### config.mk
export PLATFORM = sky130hd
export DESIGN_NAME = cfide_pio_engine
export DESIGN_NICKNAME = d
export VERILOG_FILES = /design/src/rtl/cfide_pkg.sv /design/src/rtl/cfide_timing_regs.sv /design/src/rtl/cfide_win_decode.sv /design/src/rtl/cfide_cycle_seq.sv /design/src/rtl/cfide_pio_engine.sv
export SDC_FILE = /design/constraint.sdc
export NUM_CORES = 1
export LEC_CHECK = 0
export BUFFER_PORTS_ARGS = -buffer_cell sky130_fd_sc_hd__buf_4
export CORE_MARGIN = 2
export CORE_UTILIZATION = 40
export DETAILED_ROUTE_END_ITERATION = 7
export SLEW_MARGIN = 40
export SYNTH_ARGS = -nofsm -noshare
export SYNTH_HDL_FRONTEND = slang
export SYNTH_HIERARCHICAL = 1
export SYNTH_SLANG_ARGS = --single-unit
### constraint.sdc
create_clock -name clk -period 5.1 [get_ports clk]
set_clock_uncertainty 0.05 [all_clocks]
set_input_delay 0.51 -clock clk [delete_from_list [all_inputs] [get_ports clk]]
set_output_delay 0.51 -clock clk [all_outputs]
set_load 0.02 [all_outputs]
### src/rtl/cfide_pkg.sv
`timescale 1ns/1ps
// Shared types and timing helpers for the True IDE cycle engine.
// Assumes clock rates of a few GHz at most, so products fit in 64 bits.
package cfide_pkg;

    localparam int DATA_W = 16;
    localparam int REG_W  = 3;

    typedef enum logic [1:0] {ST_IDLE, ST_ACTIVE, ST_FLOAT} seq_state_e;
    typedef enum logic [1:0] {WIN_NONE, WIN_TASK, WIN_ALT} win_e;

    // Converts nanoseconds to whole clocks, rounding up.
    function automatic int unsigned ns_to_clk(int unsigned ns, longint unsigned hz);
        longint unsigned prod;
        prod = longint'(ns) * hz + 64'd999_999_999;
        return 32'(prod / 64'd1_000_000_000);
    endfunction

endpackage

### src/rtl/cfide_timing_regs.sv
`timescale 1ns/1ps
// Timing register bank plus PIO-mode policy (IORDY enable, float gap).
// Assumes the host writes legal setup/pulse/cycle triples.
module cfide_timing_regs
    import cfide_pkg::*;
#(
    parameter longint unsigned CLK_HZ = 100_000_000,
    parameter int CNT_W = 8
) (
    input  logic             clk,
    input  logic             rst_n,
    input  logic             wr_i,
    input  logic [CNT_W-1:0] setup_i,
    input  logic [CNT_W-1:0] pulse_i,
    input  logic [CNT_W-1:0] cycle_i,
    input  logic [2:0]       pio_i,
    input  logic             dev_iordy_i,
    input  logic             is_cfa_i,
    output logic [CNT_W-1:0] setup_o,
    output logic [CNT_W-1:0] pulse_o,
    output logic [CNT_W-1:0] cycle_o,
    output logic [CNT_W-1:0] float_o,
    output logic             iordy_en_o
);

    localparam logic [CNT_W-1:0] RST_CYCLE = CNT_W'(ns_to_clk(600, CLK_HZ));
    localparam logic [CNT_W-1:0] RST_SETUP = CNT_W'(ns_to_clk(70, CLK_HZ));
    localparam logic [CNT_W-1:0] RST_PULSE = CNT_W'(ns_to_clk(290, CLK_HZ));
    localparam logic [CNT_W-1:0] FLOAT_SLOW = CNT_W'(ns_to_clk(30, CLK_HZ));
    localparam logic [CNT_W-1:0] FLOAT_FAST = CNT_W'(ns_to_clk(20, CLK_HZ));

    logic [CNT_W-1:0] setup_q, pulse_q, cycle_q;
    logic [2:0]       pio_q;
    logic             dev_q, cfa_q;

    // Holds the programmed timing; resets to PIO mode 0 with IORDY off.
    always_ff @(posedge clk) begin
        if (!rst_n) begin
            setup_q <= RST_SETUP;
            pulse_q <= RST_PULSE;
            cycle_q <= RST_CYCLE;
            pio_q   <= 3'd0;
            dev_q   <= 1'b0;
            cfa_q   <= 1'b0;
        end else if (wr_i) begin
            setup_q <= setup_i;
            pulse_q <= pulse_i;
            cycle_q <= cycle_i;
            pio_q   <= pio_i;
            dev_q   <= dev_iordy_i;
            cfa_q   <= is_cfa_i;
        end
    end

    // Derives IORDY enable and float length from the stored mode.
    always_comb begin
        iordy_en_o = ((pio_q > 3'd2) || dev_q) && !(cfa_q && (pio_q > 3'd4));
        float_o    = (pio_q >= 3'd5) ? FLOAT_FAST : FLOAT_SLOW;
    end

    assign setup_o = setup_q;
    assign pulse_o = pulse_q;
    assign cycle_o = cycle_q;

    p_cfa_fast_no_iordy_r9: assert property (@(posedge clk) disable iff (!rst_n)
        (cfa_q && pio_q > 3'd4) |-> !iordy_en_o);

endmodule

### src/rtl/cfide_win_decode.sv
`timescale 1ns/1ps
// Decodes the host address into a card window and a register index.
// Assumes each window spans eight registers at its base.
module cfide_win_decode
    import cfide_pkg::*;
#(
    parameter int ADDR_W = 24
) (
    input  logic [ADDR_W-1:0] addr_i,
    output win_e              win_o,
    output logic [REG_W-1:0]  idx_o
);

    localparam int MID_W = ADDR_W - 3 - REG_W;

    logic [2:0]       mode;
    logic [MID_W-1:0] mid;

    // Picks the window from the mode bits; gaps inside the window miss.
    always_comb begin
        mode  = addr_i[ADDR_W-1 -: 3];
        mid   = addr_i[ADDR_W-4 : REG_W];
        idx_o = addr_i[REG_W-1:0];
        win_o = WIN_NONE;
        if (mid == '0) begin
            if (mode == 3'b110)      win_o = WIN_TASK;
            else if (mode == 3'b111) win_o = WIN_ALT;
        end
    end

endmodule

### src/rtl/cfide_cycle_seq.sv
`timescale 1ns/1ps
// Runs one timed PIO cycle per accepted request and the post-read float gap.
// Assumes pulse >= 1 and cycle >= setup + pulse for every decoded access.
module cfide_cycle_seq
    import cfide_pkg::*;
#(
    parameter int CNT_W = 8
) (
    input  logic              clk,
    input  logic              rst_n,
    input  logic              req_i,
    input  logic              we_i,
    input  logic              wide_i,
    input  win_e              win_i,
    input  logic [REG_W-1:0]  idx_i,
    input  logic [DATA_W-1:0] wdata_i,
    input  logic [CNT_W-1:0]  setup_i,
    input  logic [CNT_W-1:0]  pulse_i,
    input  logic [CNT_W-1:0]  cycle_i,
    input  logic [CNT_W-1:0]  float_i,
    input  logic              iordy_en_i,
    input  logic              iordy_i,
    input  logic [DATA_W-1:0] din_i,
    output logic              ack_o,
    output logic              done_o,
    output logic              err_o,
    output logic [DATA_W-1:0] rdata_o,
    output logic              cs0_n_o,
    output logic              cs1_n_o,
    output logic              rd_n_o,
    output logic              wr_n_o,
    output logic [REG_W-1:0]  addr_o,
    output logic [DATA_W-1:0] dout_o,
    output logic [1:0]        doe_o
);

    localparam int SW = CNT_W + 1;

    seq_state_e        state_q;
    logic [CNT_W-1:0]  t_q, fcnt_q;
    logic [CNT_W-1:0]  setup_q, pulse_q, cycle_q, float_q;
    logic              ien_q, we_q, wide_q;
    win_e              win_q;
    logic [REG_W-1:0]  idx_q;
    logic [DATA_W-1:0] wdata_q, rdata_q;
    logic              ack_q, done_q, err_q;

    logic [SW-1:0] t_x, pend_x, end_x;
    logic active, in_pulse, at_pend, stall, last, accept;

    // Locates the current clock inside the programmed cycle.
    always_comb begin
        t_x      = {1'b0, t_q};
        pend_x   = {1'b0, setup_q} + {1'b0, pulse_q} - SW'(1);
        end_x    = {1'b0, cycle_q} - SW'(1);
        active   = (state_q == ST_ACTIVE);
        in_pulse = active && (t_q >= setup_q) && (t_x <= pend_x);
        at_pend  = active && (t_x == pend_x);
        stall    = at_pend && ien_q && !iordy_i;
        last     = active && (t_x == end_x) && !stall;
        accept   = (state_q == ST_IDLE) && req_i;
    end

    // Steps the cycle state, snapshots timing, captures read data.
    always_ff @(posedge clk) begin
        if (!rst_n) begin
            state_q <= ST_IDLE;
            t_q     <= '0;
            fcnt_q  <= '0;
            setup_q <= '0;
            pulse_q <= '0;
            cycle_q <= '0;
            float_q <= '0;
            ien_q   <= 1'b0;
            we_q    <= 1'b0;
            wide_q  <= 1'b0;
            win_q   <= WIN_NONE;
            idx_q   <= '0;
            wdata_q <= '0;
            rdata_q <= '0;
            ack_q   <= 1'b0;
            done_q  <= 1'b0;
            err_q   <= 1'b0;
        end else begin
            ack_q  <= accept;
            done_q <= 1'b0;
            unique case (state_q)
                ST_IDLE: begin
                    if (accept) begin
                        setup_q <= setup_i;
                        pulse_q <= pulse_i;
                        cycle_q <= cycle_i;
                        float_q <= float_i;
                        ien_q   <= iordy_en_i;
                        we_q    <= we_i;
                        wide_q  <= wide_i;
                        win_q   <= win_i;
                        idx_q   <= idx_i;
                        wdata_q <= wdata_i;
                        t_q     <= '0;
                        if (win_i != WIN_NONE) begin
                            state_q <= ST_ACTIVE;
                        end else begin
                            done_q  <= 1'b1;
                            err_q   <= 1'b1;
                            rdata_q <= '0;
                        end
                    end
                end
                ST_ACTIVE: begin
                    if (at_pend && !stall && !we_q)
                        rdata_q <= wide_q ? din_i : {8'h00, din_i[7:0]};
                    if (last) begin
                        done_q <= 1'b1;
                        err_q  <= 1'b0;
                        if (!we_q && (float_i != '0 || float_q != '0) && float_q != '0) begin
                            state_q <= ST_FLOAT;
                            fcnt_q  <= float_q;
                        end else begin
                            state_q <= ST_IDLE;
                        end
                    end else if (!stall) begin
                        t_q <= t_q + CNT_W'(1);
                    end
                end
                ST_FLOAT: begin
                    if (fcnt_q <= CNT_W'(1)) state_q <= ST_IDLE;
                    else                     fcnt_q  <= fcnt_q - CNT_W'(1);
                end
                default: state_q <= ST_IDLE;
            endcase
        end
    end

    // Drives the card pins from the registered cycle state.
    always_comb begin
        cs0_n_o = !(active && win_q == WIN_TASK);
        cs1_n_o = !(active && win_q == WIN_ALT);
        rd_n_o  = !(in_pulse && !we_q);
        wr_n_o  = !(in_pulse && we_q);
        addr_o  = idx_q;
        dout_o  = wide_q ? wdata_q : {8'h00, wdata_q[7:0]};
        doe_o   = (active && we_q) ? {wide_q, 1'b1} : 2'b00;
    end

    assign ack_o   = ack_q;
    assign done_o  = done_q;
    assign err_o   = err_q;
    assign rdata_o = rdata_q;

    p_timing_legal_r3: assert property (@(posedge clk) disable iff (!rst_n)
        (accept && win_i != WIN_NONE) |->
            (pulse_i != '0 && {1'b0, cycle_i} >= {1'b0, setup_i} + {1'b0, pulse_i}));

    p_iordy_holds_strobe_r8: assert property (@(posedge clk) disable iff (!rst_n)
        (at_pend && ien_q && !iordy_i) |=> (!rd_n_o || !wr_n_o));

    p_float_quiet_r7: assert property (@(posedge clk) disable iff (!rst_n)
        (done_o && !err_o && !we_q && float_q != '0) |-> (cs0_n_o && cs1_n_o && !accept));

endmodule

### src/rtl/cfide_pio_engine.sv
`timescale 1ns/1ps
// Top level: CompactFlash True IDE PIO cycle engine.
// Assumes a synchronous card interface and a host that holds req until ack.
module cfide_pio_engine
    import cfide_pkg::*;
#(
    parameter longint unsigned CLK_HZ = 100_000_000,
    parameter int CNT_W  = 8,
    parameter int ADDR_W = 24
) (
    input  logic              clk,
    input  logic              rst_n,
    input  logic              host_req_i,
    input  logic              host_we_i,
    input  logic              host_wide_i,
    input  logic [ADDR_W-1:0] host_addr_i,
    input  logic [15:0]       host_wdata_i,
    output logic              host_ack_o,
    output logic              host_done_o,
    output logic              host_err_o,
    output logic [15:0]       host_rdata_o,
    input  logic              cfg_wr_i,
    input  logic [CNT_W-1:0]  cfg_setup_i,
    input  logic [CNT_W-1:0]  cfg_pulse_i,
    input  logic [CNT_W-1:0]  cfg_cycle_i,
    input  logic [2:0]        cfg_pio_i,
    input  logic              cfg_dev_iordy_i,
    input  logic              cfg_is_cfa_i,
    output logic              ide_cs0_n_o,
    output logic              ide_cs1_n_o,
    output logic              ide_rd_n_o,
    output logic              ide_wr_n_o,
    output logic [2:0]        ide_addr_o,
    output logic [15:0]       ide_dout_o,
    output logic [1:0]        ide_doe_o,
    input  logic [15:0]       ide_din_i,
    input  logic              ide_iordy_i
);

    logic [CNT_W-1:0] t_setup, t_pulse, t_cycle, t_float;
    logic             t_ien;
    win_e             win;
    logic [REG_W-1:0] idx;

    cfide_timing_regs #(.CLK_HZ(CLK_HZ), .CNT_W(CNT_W)) u_regs (
        .clk(clk), .rst_n(rst_n), .wr_i(cfg_wr_i),
        .setup_i(cfg_setup_i), .pulse_i(cfg_pulse_i), .cycle_i(cfg_cycle_i),
        .pio_i(cfg_pio_i), .dev_iordy_i(cfg_dev_iordy_i), .is_cfa_i(cfg_is_cfa_i),
        .setup_o(t_setup), .pulse_o(t_pulse), .cycle_o(t_cycle),
        .float_o(t_float), .iordy_en_o(t_ien)
    );

    cfide_win_decode #(.ADDR_W(ADDR_W)) u_dec (
        .addr_i(host_addr_i), .win_o(win), .idx_o(idx)
    );

    cfide_cycle_seq #(.CNT_W(CNT_W)) u_seq (
        .clk(clk), .rst_n(rst_n), .req_i(host_req_i), .we_i(host_we_i),
        .wide_i(host_wide_i), .win_i(win), .idx_i(idx), .wdata_i(host_wdata_i),
        .setup_i(t_setup), .pulse_i(t_pulse), .cycle_i(t_cycle), .float_i(t_float),
        .iordy_en_i(t_ien), .iordy_i(ide_iordy_i), .din_i(ide_din_i),
        .ack_o(host_ack_o), .done_o(host_done_o), .err_o(host_err_o),
        .rdata_o(host_rdata_o), .cs0_n_o(ide_cs0_n_o), .cs1_n_o(ide_cs1_n_o),
        .rd_n_o(ide_rd_n_o), .wr_n_o(ide_wr_n_o), .addr_o(ide_addr_o),
        .dout_o(ide_dout_o), .doe_o(ide_doe_o)
    );

    p_one_window_r2: assert property (@(posedge clk) disable iff (!rst_n)
        !(!ide_cs0_n_o && !ide_cs1_n_o));

    p_strobe_excl_r4: assert property (@(posedge clk) disable iff (!rst_n)
        !(!ide_rd_n_o && !ide_wr_n_o));

    p_strobe_in_cs_r3: assert property (@(posedge clk) disable iff (!rst_n)
        (!ide_rd_n_o || !ide_wr_n_o) |-> (!ide_cs0_n_o || !ide_cs1_n_o));

    p_ack_first_clock_r6: assert property (@(posedge clk) disable iff (!rst_n)
        ($past(!ide_cs0_n_o || !ide_cs1_n_o) && (!ide_cs0_n_o || !ide_cs1_n_o)) |-> !host_ack_o);

    p_done_after_bus_r6: assert property (@(posedge clk) disable iff (!rst_n)
        (host_done_o && !host_err_o) |-> (ide_cs0_n_o && ide_cs1_n_o));

    p_wdata_stable_r5: assert property (@(posedge clk) disable iff (!rst_n)
        (!ide_wr_n_o && $past(!ide_wr_n_o)) |-> $stable(ide_dout_o));

endmodule

==> flow_summary.json, run 1 <==
{
  "status": "complete, no violations",
  "cp.depth": 18,
  "core_area_um2": 15310,
  "cts_h_tree_lvls": 4,
  "io_buffers": 135,
  "postLayoutCoreUtil_pct": 51.58,
  "cts.sink_count": 122,
  "tightest_slew_ps": 657.9,
  "num_vias": 5454,
  "syn_area_per_cell_um2": 8.117,
  "grt.met3_usage_pct": 5.574,
  "antenna_found_initial": 0,
  "drv_slew": 0,
  "placedInstanceArea_um2": 7338,
  "crit-reg2reg-launch": "u_seq/setup_q[1]",
  "cts.clk_slew.worst_paths_ps": 50,
  "total_leakage_power_uw": 0.003445,
  "final_cell_area_um2": 7899,
  "detail-route-antenna-nets": 0,
  "synthFlopType": "sky130_fd_sc_hd__dfxtp_1",
  "fmax_mhz": 231.4,
  "cts-resized-gates": 0,
  "totalNegativeSetupSlack_ps": 0,
  "period_needed_ps": 4322,
  "clock_tree_from_tritoncts": "yes",
  "grt-ovfl-total": 0,
  "cp_slowest_cell": "sky130_fd_sc_hd__or4_1",
  "critPathLaunchType": "flop",
  "layout-drive-gt1-share_pct": 20.96,
  "seq_area_frac_synth_pct": 38.68,
  "min-delay-path-class": "in -> reg",
  "layout_common_cells": "sky130_fd_sc_hd__nand2_1, sky130_fd_sc_hd__buf_4, sky130_fd_sc_hd__dfxtp_1",
  "crit_buf_inv": 3,
  "drv.max_cap_violation_count": 0,
  "finalPower_uw": 2484,
  "ff2ff_path_depth": 18,
  "mostFrequentLayoutCell": "sky130_fd_sc_hd__nand2_1",
  "unrepaired_setup_endpoints_after_global_routing": "false",
  "design.final.nets": 1013,
  "insertion_delay_ps": 430,
  "syn2layout_area_growth_pct": 25.08,
  "detailedRoute.firstIterationViolations": 251,
  "crit_path_max_incr_delay_ps": 700,
  "grt_start_max_net_pins": 59,
  "drt-vias-per-instance": 4.922,
  "cts-hold-fix-buffers": 0,
  "arrival_ps": 4630,
  "rr_endpoint": "u_seq/rdata_o[14]",
  "die_area_um2": 16810,
  "use_met2_pct": 28.92,
  "clk_root_buffer_cell": "sky130_fd_sc_hd__clkbuf_16",
  "dp.final_hpwl_um": 10890,
  "totalWireLength_um": 15510,
  "num_antenna_cells": 0,
  "crit_path_cell_trace": "inv_1, ha_1, inv_1, ha_1, inv_1, fa_1, nor2b_1, o21ai_0, nand2b_1, a21o_1, a21oi_1, xor2_1, ha_1, nand4_1, or3_1, or4_1, nand2_1, mux2i_1",
  "finalWeightedCongestion": 0.8061,
  "yosys.cell_types.count": 60,
  "detail_route.drc_violations": 0,
  "die_w_um": 129.6,
  "critical_path.max_fanout": 9,
  "synthesis.instances": 778,
  "critical_path.top_delay_family": "simple AND/OR/NAND/NOR gates",
  "startpoint": "u_seq/setup_q[1]",
  "cp-end-kind": "flop",
  "number_of_global_route_vias_before_repair": 5236,
  "global_route.peak_usage_layer": "met2",
  "cts_inserted_buffers": 17,
  "asyncSetResetFlopFracSynth_pct": 0,
  "initial_utilization_pct": 41.23,
  "synth_warnings": 6,
  "layout_worst_path_cycle_share_pct": 84.74,
  "power.density_nw_per_um2": 314.5,
  "hold_violations": 0,
  "crit_type": "reg -> reg",
  "setup_viol": 0,
  "die_h_um": 129.6,
  "cp_endpoint": "u_seq/rdata_o[14]",
  "floorplan.io_pins": 136,
  "ys_ff_latch": 122,
  "core.rowCount": 45,
  "vdd.ir_drop.worst_uv": 214.5,
  "iteration_count_of_the_initial_detailed_routing_pass": 4,
  "wire_per_inst_um": 14.00,
  "synth_edf_count": 0,
  "syn_area_um2": 6315,
  "maxSlewHeadroom_pct": 56.05,
  "r2r_setup_slack_ps": 780,
  "global_route.usage.met1_pct": 26.50,
  "grt_first_pass_wirelength_um": 25450,
  "postCtsSetupBuffers": 0,
  "cts_max_path_bufs": 2,
  "track_usage_pct": 19.19,
  "cp_data_required_time_ps": 5400
}
[tightest hold or removal path, stage by stage]
cell and delay [ps]:
sky130_fd_sc_hd__buf_4 80, sky130_fd_sc_hd__mux2i_1 50, sky130_fd_sc_hd__nand2_1 60
[per-layer routing]
metal  share of wire, %  routed length [um]  vias to the layer above
li1                   -                   -                     2831
met1                 50                7822                     2458
met2                 42                6465                      151
met3                6.7                1039                       14
met4                1.2                 179                        0
met5                  0                   0                        -
[where the power goes]
| part | switching [uW] | internal (uW) | leakage [uW] | total, uW |
|---|---|---|---|---|
| sequential | 28.6 | 993 | 0.00100 | 1020 |
| combinational | 173 | 157 | 0.00217 | 330 |
| clock | 418 | 715 | 0.000276 | 1130 |
| total | 619 | 1870 | 0.00345 | 2480 |
[registers in the layout (all words and copies together), names as in the netlist, 2 cells and up]
| signal | count |
|---|---|
| u_seq/addr_o | 3 |
| u_regs/setup_o | 8 |
| u_regs/pio_q | 3 |
| u_regs/pulse_o | 8 |
| u_seq/fcnt_q | 8 |
| u_seq/pulse_q | 8 |
| u_seq/float_q | 8 |
| u_seq/cycle_q | 8 |
| u_regs/cycle_o | 8 |
| u_seq/wdata_q | 16 |
| u_seq/win_q | 2 |
| u_seq/state_q | 2 |
| u_seq/setup_q | 8 |
| u_seq/t_q | 8 |
| u_seq/rdata_o | 16 |
[kinds of logic (layout without fill, tap and decap cells)]
kind of cell               Yosys count  after routing  share of synthesized area [%]
and+or+nand+nor                    312            312                          23.52
AOI/OAI and AO/OA                  147            147                          13.77
DFF                                122            122                          38.68
buffers and inverters               99            213                          7.529
muxes                               41             41                          6.499
adders and majority gates           36             36                          7.252
xor gates and xnor gates            19             19                          2.635
other                                2              7                         0.1189
[synthesized netlist by cell type, types with 2 or more instances]
cell,instances,share of area (%)
sky130_fd_sc_hd__ha_1,35,6.9
sky130_fd_sc_hd__nand3b_1,2,0.24
sky130_fd_sc_hd__a21oi_1,89,7.1
sky130_fd_sc_hd__xnor2_1,12,1.7
sky130_fd_sc_hd__and3_1,4,0.40
sky130_fd_sc_hd__o31a_1,2,0.28
sky130_fd_sc_hd__and3_2,3,0.36
sky130_fd_sc_hd__nor4b_1,2,0.28
sky130_fd_sc_hd__and2_1,10,0.99
sky130_fd_sc_hd__conb_1,2,0.12
sky130_fd_sc_hd__nor2_1,26,1.5
sky130_fd_sc_hd__buf_6,2,0.36
sky130_fd_sc_hd__o311ai_0,2,0.28
sky130_fd_sc_hd__a31oi_1,2,0.20
sky130_fd_sc_hd__o221ai_1,2,0.28
sky130_fd_sc_hd__a211oi_1,6,0.71
sky130_fd_sc_hd__nor3_1,15,1.2
sky130_fd_sc_hd__xor2_1,7,0.97
sky130_fd_sc_hd__nor4_1,7,0.69
sky130_fd_sc_hd__buf_1,4,0.24
sky130_fd_sc_hd__o21a_1,4,0.48
sky130_fd_sc_hd__nor2b_1,25,2.5
sky130_fd_sc_hd__o211ai_1,3,0.36
sky130_fd_sc_hd__dfxtp_1,122,39
sky130_fd_sc_hd__nand2b_1,7,0.69
sky130_fd_sc_hd__or2_2,3,0.30
sky130_fd_sc_hd__buf_4,19,2.3
sky130_fd_sc_hd__o21ai_0,17,1.3
sky130_fd_sc_hd__and4_1,2,0.28
sky130_fd_sc_hd__inv_1,41,2.4
sky130_fd_sc_hd__mux2i_1,41,6.5
sky130_fd_sc_hd__nand4_1,4,0.40
sky130_fd_sc_hd__a31o_2,2,0.28
sky130_fd_sc_hd__clkbuf_1,30,1.8
sky130_fd_sc_hd__nand3_1,19,1.5
sky130_fd_sc_hd__nand2_1,169,10
sky130_fd_sc_hd__nor3b_1,4,0.48
sky130_fd_sc_hd__a21o_1,10,1.2
[stage by stage]
step	hold slack (ps)	setup slack [ps]	instances
floorplan	381.2	1107	783
global placement	388.7	846.7	1077
detailed placement	394.6	778.9	1077
CTS	235.7	758.0	1108
global route	247.5	500.7	1108
finish	246.2	778.1	1108
[how the worst min path moves through the flow]
stage / cells after the start / endpoint / slack, ps / start
5_1_grt: 3 / u_regs/setup_o[2] / 250 / cfg_setup_i[2]
2_1_floorplan: 2 / u_seq/pulse_q[0] / 380 / u_regs/pulse_o[0]
4_1_cts: 3 / u_regs/pulse_o[2] / 240 / cfg_pulse_i[2]
6_report: 3 / u_regs/setup_o[2] / 250 / cfg_setup_i[2]
3_5_place_dp: 2 / u_seq/wdata_q[8] / 390 / u_seq/wdata_q[8]
3_3_place_gp: 2 / u_seq/wdata_q[13] / 390 / u_seq/wdata_q[13]
[cell type report]
cell class	count	area (um^2)
Fill cell	1536	7416
Multi-Input combinational cell	562	3426
Sequential cell	122	2442
Timing Repair Buffer	140	1051
Clock buffer	24	491.7
Tap cell	211	264.0
Inverter	42	157.7
Clock inverter	7	66.31
(Power assumes the default switching activity.)
==> inputs of run 2 (changes only) <==
==> constraint.sdc (replaced) <==
create_clock -name clk -period 3.5 [get_ports clk]
set_clock_uncertainty 0.05 [all_clocks]
set_input_delay 0.35 -clock clk [delete_from_list [all_inputs] [get_ports clk]]
set_output_delay 0.35 -clock clk [all_outputs]
set_load 0.02 [all_outputs]
==> run 2 against run 1 <==
The flow now finishes with violations (negative setup slack). Cell area rose by 7.7%. Cell count is 3.0% higher. Register-to-register slack lost 1000 ps. Combinational power up 83%. Highest routed layer unchanged. Critical endpoint is now ide_rd_n_o.
==> flow_summary.json, run 2 (synthesis gave the netlist of run 1 again) <==
{
  "status": "complete, but fails checks",
  "violations": "negative setup slack",
  "postLayoutSetupSlackWorst_ps": -233.7,
  "layout_common_cells": "sky130_fd_sc_hd__nand2_1, sky130_fd_sc_hd__buf_4, sky130_fd_sc_hd__dfxtp_1",
  "core_area_um2": 15310,
  "design.final.nets": 1047,
  "iteration_count_of_the_initial_detailed_routing_pass": 4,
  "wl_met3_um": 1086,
  "min-delay-path-class": "in -> reg",
  "drt-met1-wl_um": 7906,
  "wl_met2_um": 6955,
  "place_inst": 1103,
  "grt_start_max_net_pins": 60,
  "detailedRoute.firstIterationViolations": 256,
  "cp-end-kind": "output pin",
  "total_leakage_power_uw": 0.003668,
  "clock_tree_from_tritoncts": "yes",
  "hold_violations": 0,
  "grt-ovfl-total": 0,
  "cts_max_path_bufs": 2,
  "detail-route-antenna-nets": 0,
  "die_w_um": 129.6,
  "wire_per_inst_um": 14.11,
  "mostFrequentLayoutCell": "sky130_fd_sc_hd__nand2_1",
  "layout_worst_path_cycle_share_pct": 106.7,
  "vdd.ir_drop.worst_uv": 406.5,
  "crit_type": "reg -> out",
  "critical_path.top_delay_family": "adder cells",
  "finalWeightedCongestion": 0.7919,
  "die_area_um2": 16810,
  "fmax_mhz": 267.8,
  "cts.clk_slew.worst_paths_ps": 50,
  "num_antenna_cells": 0,
  "floorplan.io_pins": 136,
  "setup_viol": 35,
  "cts_h_tree_lvls": 4,
  "core.rowCount": 45,
  "stdcell_count": 1141,
  "antenna_found_initial": 0,
  "track_usage_pct": 19.42,
  "num_vias": 5608,
  "clk_root_buffer_cell": "sky130_fd_sc_hd__clkbuf_16",
  "critPathLaunchType": "flop",
  "syn2layout_area_growth_pct": 34.71,
  "cp_data_required_time_ps": 3100,
  "crit_path_cell_trace": "inv_2, ha_4, inv_4, ha_4, inv_2, fa_2, nor2b_2, o21ai_1, nand2b_1, a21o_1, a21oi_2, xor2_1, ha_1, nand4_1, buf_4, nor3_4, buf_6, o311ai_4, buf_6",
  "detail_route.drc_violations": 0,
  "power.density_nw_per_um2": 440.0,
  "critical_path.max_fanout": 2,
  "drt-vias-per-instance": 4.915,
  "top_signal_layer_used": "met4",
  "crit_buf_inv": 6,
  "grt_first_pass_wirelength_um": 25870,
  "io_buffers": 135,
  "crit_path_max_incr_delay_ps": 340,
  "die_h_um": 129.6,
  "r2r_setup_slack_ps": -230,
  "postLayoutCoreUtil_pct": 55.55,
  "drv.max_cap_violation_count": 0,
  "unrepaired_setup_endpoints_after_global_routing": "true",
  "dp.final_hpwl_um": 11110,
  "cp_slowest_cell": "sky130_fd_sc_hd__dfxtp_2",
  "tightest_slew_ps": 937.0,
  "layout-drive-gt1-share_pct": 28.71,
  "period_needed_ps": 3734,
  "totalWireLength_um": 16100,
  "number_of_global_route_vias_before_repair": 5251,
  "arrival_ps": 3330,
  "cts_inserted_buffers": 17,
  "maxSlewHeadroom_pct": 37.08,
  "insertion_delay_ps": 410,
  "drv_slew": 0,
  "initial_utilization_pct": 41.23,
  "cts.sink_count": 122
}
## run 2: changes by cell type in the layout (fill, tap and decap cells not counted), sizes merged
| cell | change |
|---|---|
| buf | +34 |
| clkinv | -1 |
## run 2: power by group
part           total (uW)  internal (uW)  switching [uW]
logic                 603            300             303
registers            1490           1450            42.0
clock network        1650           1040             607
## run 2: final timing paths
kind	from	end	cells after the start
worst min-delay path	cfg_pulse_i[2]	u_regs/pulse_o[2]	3
worst max register to register	u_seq/setup_q[1]	u_seq/t_q[6]	20
worst min register to register	u_seq/wdata_q[8]	u_seq/wdata_q[8]	2
worst max-delay path	u_seq/setup_q[1]	ide_rd_n_o	19
## run 2: through the flow
stage | area, um^2 | power (uW) | setup slack [ps] | setup TNS [ps] | hold slack, ps
CTS | 8300 | 3771 | -215.4 | -1575 | 93.28
finish | 8507 | 3743 | -233.7 | -2688 | 103.8
floorplan | 6389 | 1848 | -96.88 | -596.6 | 373.7
global placement | 7579 | 2059 | -153.1 | -2616 | 388.0
detailed placement | 7579 | 2067 | -218.4 | -4598 | 392.7
global route | 8507 | 3917 | -411.9 | -9175 | 100.8
## run 2: repair_timing
action	4_1_cts	5_1_grt
hold buffers	0	0
buffers inserted	2	6
gates cloned	0	1
pin swaps	18	12
setup endpoints to repair	38	38
resized for setup	29	37
## run 2: layout make-up
type                       instances  area [um^2]
clock buffer                      24        491.7
clock inverter                     6        65.06
fill                            1463         6808
inverter                          42        160.2
multi-input combinational        562         3719
sequential                       122         2449
tap                              211        264.0
timing repair buffer             174         1359
## run 2: per-layer routing
layer,GRT usage [%],vias up
met5,0,-
met4,4.554,0
met3,5.945,10
met2,30.03,141
met1,26.63,2569
li1,-,2888
## run 2: tightest hold or removal path, cell delays in order
cell and delay (ps):
sky130_fd_sc_hd__buf_4 70, sky130_fd_sc_hd__mux2i_1 50, sky130_fd_sc_hd__nand2_1 60
==> inputs of run 3 (changes only) <==
--- a/config.mk
+++ b/config.mk
@@ -7,8 +7,9 @@
 export LEC_CHECK = 0
 export BUFFER_PORTS_ARGS = -buffer_cell sky130_fd_sc_hd__buf_4
 export CORE_MARGIN = 2
-export CORE_UTILIZATION = 40
+export CORE_UTILIZATION = 50
 export DETAILED_ROUTE_END_ITERATION = 7
+export PLACE_DENSITY = 0.77
 export SLEW_MARGIN = 40
 export SYNTH_ARGS = -nofsm -noshare
 export SYNTH_HDL_FRONTEND = slang
==> run 3 against run 2 <==
Cell count down 3.5%. Sequential share of layout area is 0.076 points higher. The run still ends with negative setup slack left. Hold slack lost 8.7 ps. Critical path type is now reg -> reg. Clock-buffer cell count stayed put. First-iteration DRC count up 30%. Register-to-register slack worse by 60 ps. Cell area down 0.26%. Routed wire length decreased by 1.3%.
==> flow_summary.json, run 3 (synthesis gave the netlist of run 1 again) <==
{
  "critical_path.max_fanout": 4,
  "postLayoutCoreUtil_pct": 68.06,
  "core.rowCount": 41,
  "sw_frac_of_total_pct": 25.31,
  "cts_h_tree_lvls": 4,
  "final_cell_area_um2": 8484,
  "cp-end-kind": "flop",
  "initial_utilization_pct": 50.66,
  "iteration_count_of_the_initial_detailed_routing_pass": 6,
  "totalWireLength_um": 15900,
  "stdcell_count": 1101,
  "num_vias": 5738,
  "period_needed_ps": 3790,
  "layout_common_cells": "sky130_fd_sc_hd__nand2_1, sky130_fd_sc_hd__buf_4, sky130_fd_sc_hd__dfxtp_1",
  "detailedRoute.firstIterationViolations": 333,
  "die_w_um": 116.4,
  "cts.sink_count": 122,
  "antenna_found_initial": 0,
  "ff_latch_area_um2": 2449,
  "startpoint": "u_seq/pulse_q[1]",
  "cp_data_required_time_ps": 3790,
  "switching_power_uw": 940.9,
  "hold_violations": 0,
  "core_area_um2": 12470,
  "unrepaired_setup_endpoints_after_global_routing": "true",
  "multi_input_comb_area_um2": 3766,
  "die_h_um": 116.4,
  "dp.final_hpwl_um": 10390,
  "detail-route-antenna-nets": 0,
  "design.final.nets": 1045,
  "r2r_setup_slack_ps": -290,
  "arrival_ps": 4080,
  "number_of_global_route_vias_before_repair": 5242,
  "wire_per_inst_um": 14.44,
  "ff2ff_path_depth": 21,
  "syn2layout_area_growth_pct": 34.36,
  "die_area_um2": 13540,
  "grt_first_pass_wirelength_um": 24940,
  "setup_viol": 38,
  "power.density_nw_per_um2": 438.1,
  "intPower_uw": 2776,
  "comb_power_share_pct": 15.7,
  "placedInstanceArea_um2": 7477,
  "clock_tree_from_tritoncts": "yes",
  "crit-reg2reg-launch": "u_seq/pulse_q[1]",
  "maxSlewHeadroom_pct": 41.49,
  "cts_inserted_buffers": 17,
  "fillCellCount": 1022,
  "grt-ovfl-total": 0,
  "cts.clk_slew.worst_paths_ps": 50,
  "drv_slew": 0,
  "total_leakage_power_uw": 0.003669,
  "drv.max_cap_violation_count": 0,
  "cp_endpoint": "u_seq/t_q[6]",
  "rr_endpoint": "u_seq/t_q[6]",
  "vdd.ir_drop.worst_uv": 296.9,
  "grt_start_max_net_pins": 60,
  "critPathLaunchType": "flop",
  "mostFrequentLayoutCell": "sky130_fd_sc_hd__nand2_1",
  "cts_max_path_bufs": 2,
  "crit_type": "reg -> reg",
  "finalWeightedCongestion": 0.8452,
  "place_inst": 1057,
  "totalNegativeSetupSlack_ps": -7354,
  "insertion_delay_ps": 420,
  "layout-drive-gt1-share_pct": 30.14,
  "layout_worst_path_cycle_share_pct": 108.3,
  "track_usage_pct": 23.53,
  "drt-vias-per-instance": 5.212,
  "detail_route.drc_violations": 0,
  "io_buffers": 135,
  "num_antenna_cells": 0,
  "clock_power_share_pct": 44.2,
  "seq_power_share_pct": 40.1,
  "floorplan.io_pins": 136,
  "violations": "negative setup slack",
  "clk_root_buffer_cell": "sky130_fd_sc_hd__clkbuf_16",
  "tightest_slew_ps": 871.4,
  "fmax_mhz": 263.8,
  "status": "complete, but fails checks",
  "postLayoutSetupSlackWorst_ps": -290.1,
  "min-delay-path-class": "in -> reg",
  "finalPower_uw": 3717
}
-- run 3: routing by layer --
metal / vias to the layer above / GRT usage [%] / share of wire, % / wire length, um
li1: 2895 / - / - / -
met1: 2641 / 31.66 / 46 / 7369
met2: 176 / 35.54 / 45 / 7124
met3: 26 / 6.850 / 6.7 / 1067
met4: 0 / 9.603 / 2.1 / 336
met5: - / 0 / 0 / 0
-- run 3: how the worst min path moves through the flow --
stage                                 start           endpoint  slack [ps]  cells after the start
after floorplan           u_regs/pulse_o[1]   u_seq/pulse_q[1]         370                      2
after global placement     u_seq/wdata_q[8]   u_seq/wdata_q[8]         390                      2
after detailed placement  u_regs/setup_o[0]   u_seq/setup_q[0]         390                      2
after CTS                    cfg_pulse_i[3]  u_regs/pulse_o[3]          80                      3
after global routing         cfg_setup_i[2]  u_regs/setup_o[2]         100                      3
final                        cfg_pulse_i[3]  u_regs/pulse_o[3]         100                      3
-- run 3: stage by stage --
| stage | setup WS, ps | hold WS (ps) |
|---|---|---|
| final | -290.1 | 95.08 |
| after global placement | -121.7 | 387.0 |
| after CTS | -255.4 | 83.35 |
| after global routing | -429.9 | 98.76 |
| after detailed placement | -215.6 | 391.6 |
| after floorplan | -96.88 | 373.7 |
-- run 3: power by group through the flow --
| stage | Clock (uW) | Sequential, uW | Combinational, uW |
|---|---|---|---|
| 6_report | 1640 | 1490 | 583 |
| 2_1_floorplan | 0 | 1510 | 339 |
| 5_1_grt | 1730 | 1500 | 644 |
| 3_5_place_dp | 0 | 1520 | 528 |
| 3_3_place_gp | 0 | 1510 | 521 |
| 4_1_cts | 1670 | 1490 | 565 |
-- run 3: worst max-delay path, cell delays in order (launching register included) --
cell,delay [ps]
sky130_fd_sc_hd__dfxtp_2,340
sky130_fd_sc_hd__inv_2,50
sky130_fd_sc_hd__ha_4,240
sky130_fd_sc_hd__inv_4,50
sky130_fd_sc_hd__ha_4,120
sky130_fd_sc_hd__inv_2,40
sky130_fd_sc_hd__fa_2,340
sky130_fd_sc_hd__nor2b_1,120
sky130_fd_sc_hd__o21ai_1,80
sky130_fd_sc_hd__nand2b_1,90
sky130_fd_sc_hd__a21o_1,130
sky130_fd_sc_hd__a21oi_2,60
sky130_fd_sc_hd__xor2_1,140
sky130_fd_sc_hd__ha_1,300
sky130_fd_sc_hd__nand4_1,110
sky130_fd_sc_hd__buf_4,150
sky130_fd_sc_hd__or3_4,350
sky130_fd_sc_hd__a2111o_1,310
sky130_fd_sc_hd__o221ai_2,90
sky130_fd_sc_hd__and4bb_2,300
sky130_fd_sc_hd__a21o_1,170
sky130_fd_sc_hd__a21oi_2,100
-- run 3: cell type report --
class                   instances  area share [%]
clock buffers                  24           5.796
repair buffers                172           15.75
multi-input cells             562           44.39
inverters                      42           1.888
flip-flops and latches        122           28.86
well taps                     172           2.536
clock inverters                 7          0.7816
-- run 3: what timing repair did --
| action | in CTS | in global routing |
|---|---|---|
| pin swaps | 35 | 23 |
| hold buffers | 0 | 0 |
| gates resized for setup | 48 | 31 |
| cloned | 2 | 0 |
| setup buffers | 7 | 6 |
| endpoints found under the setup margin | 35 | 38 |
| endpoints found under the hold margin | 0 | 0 |
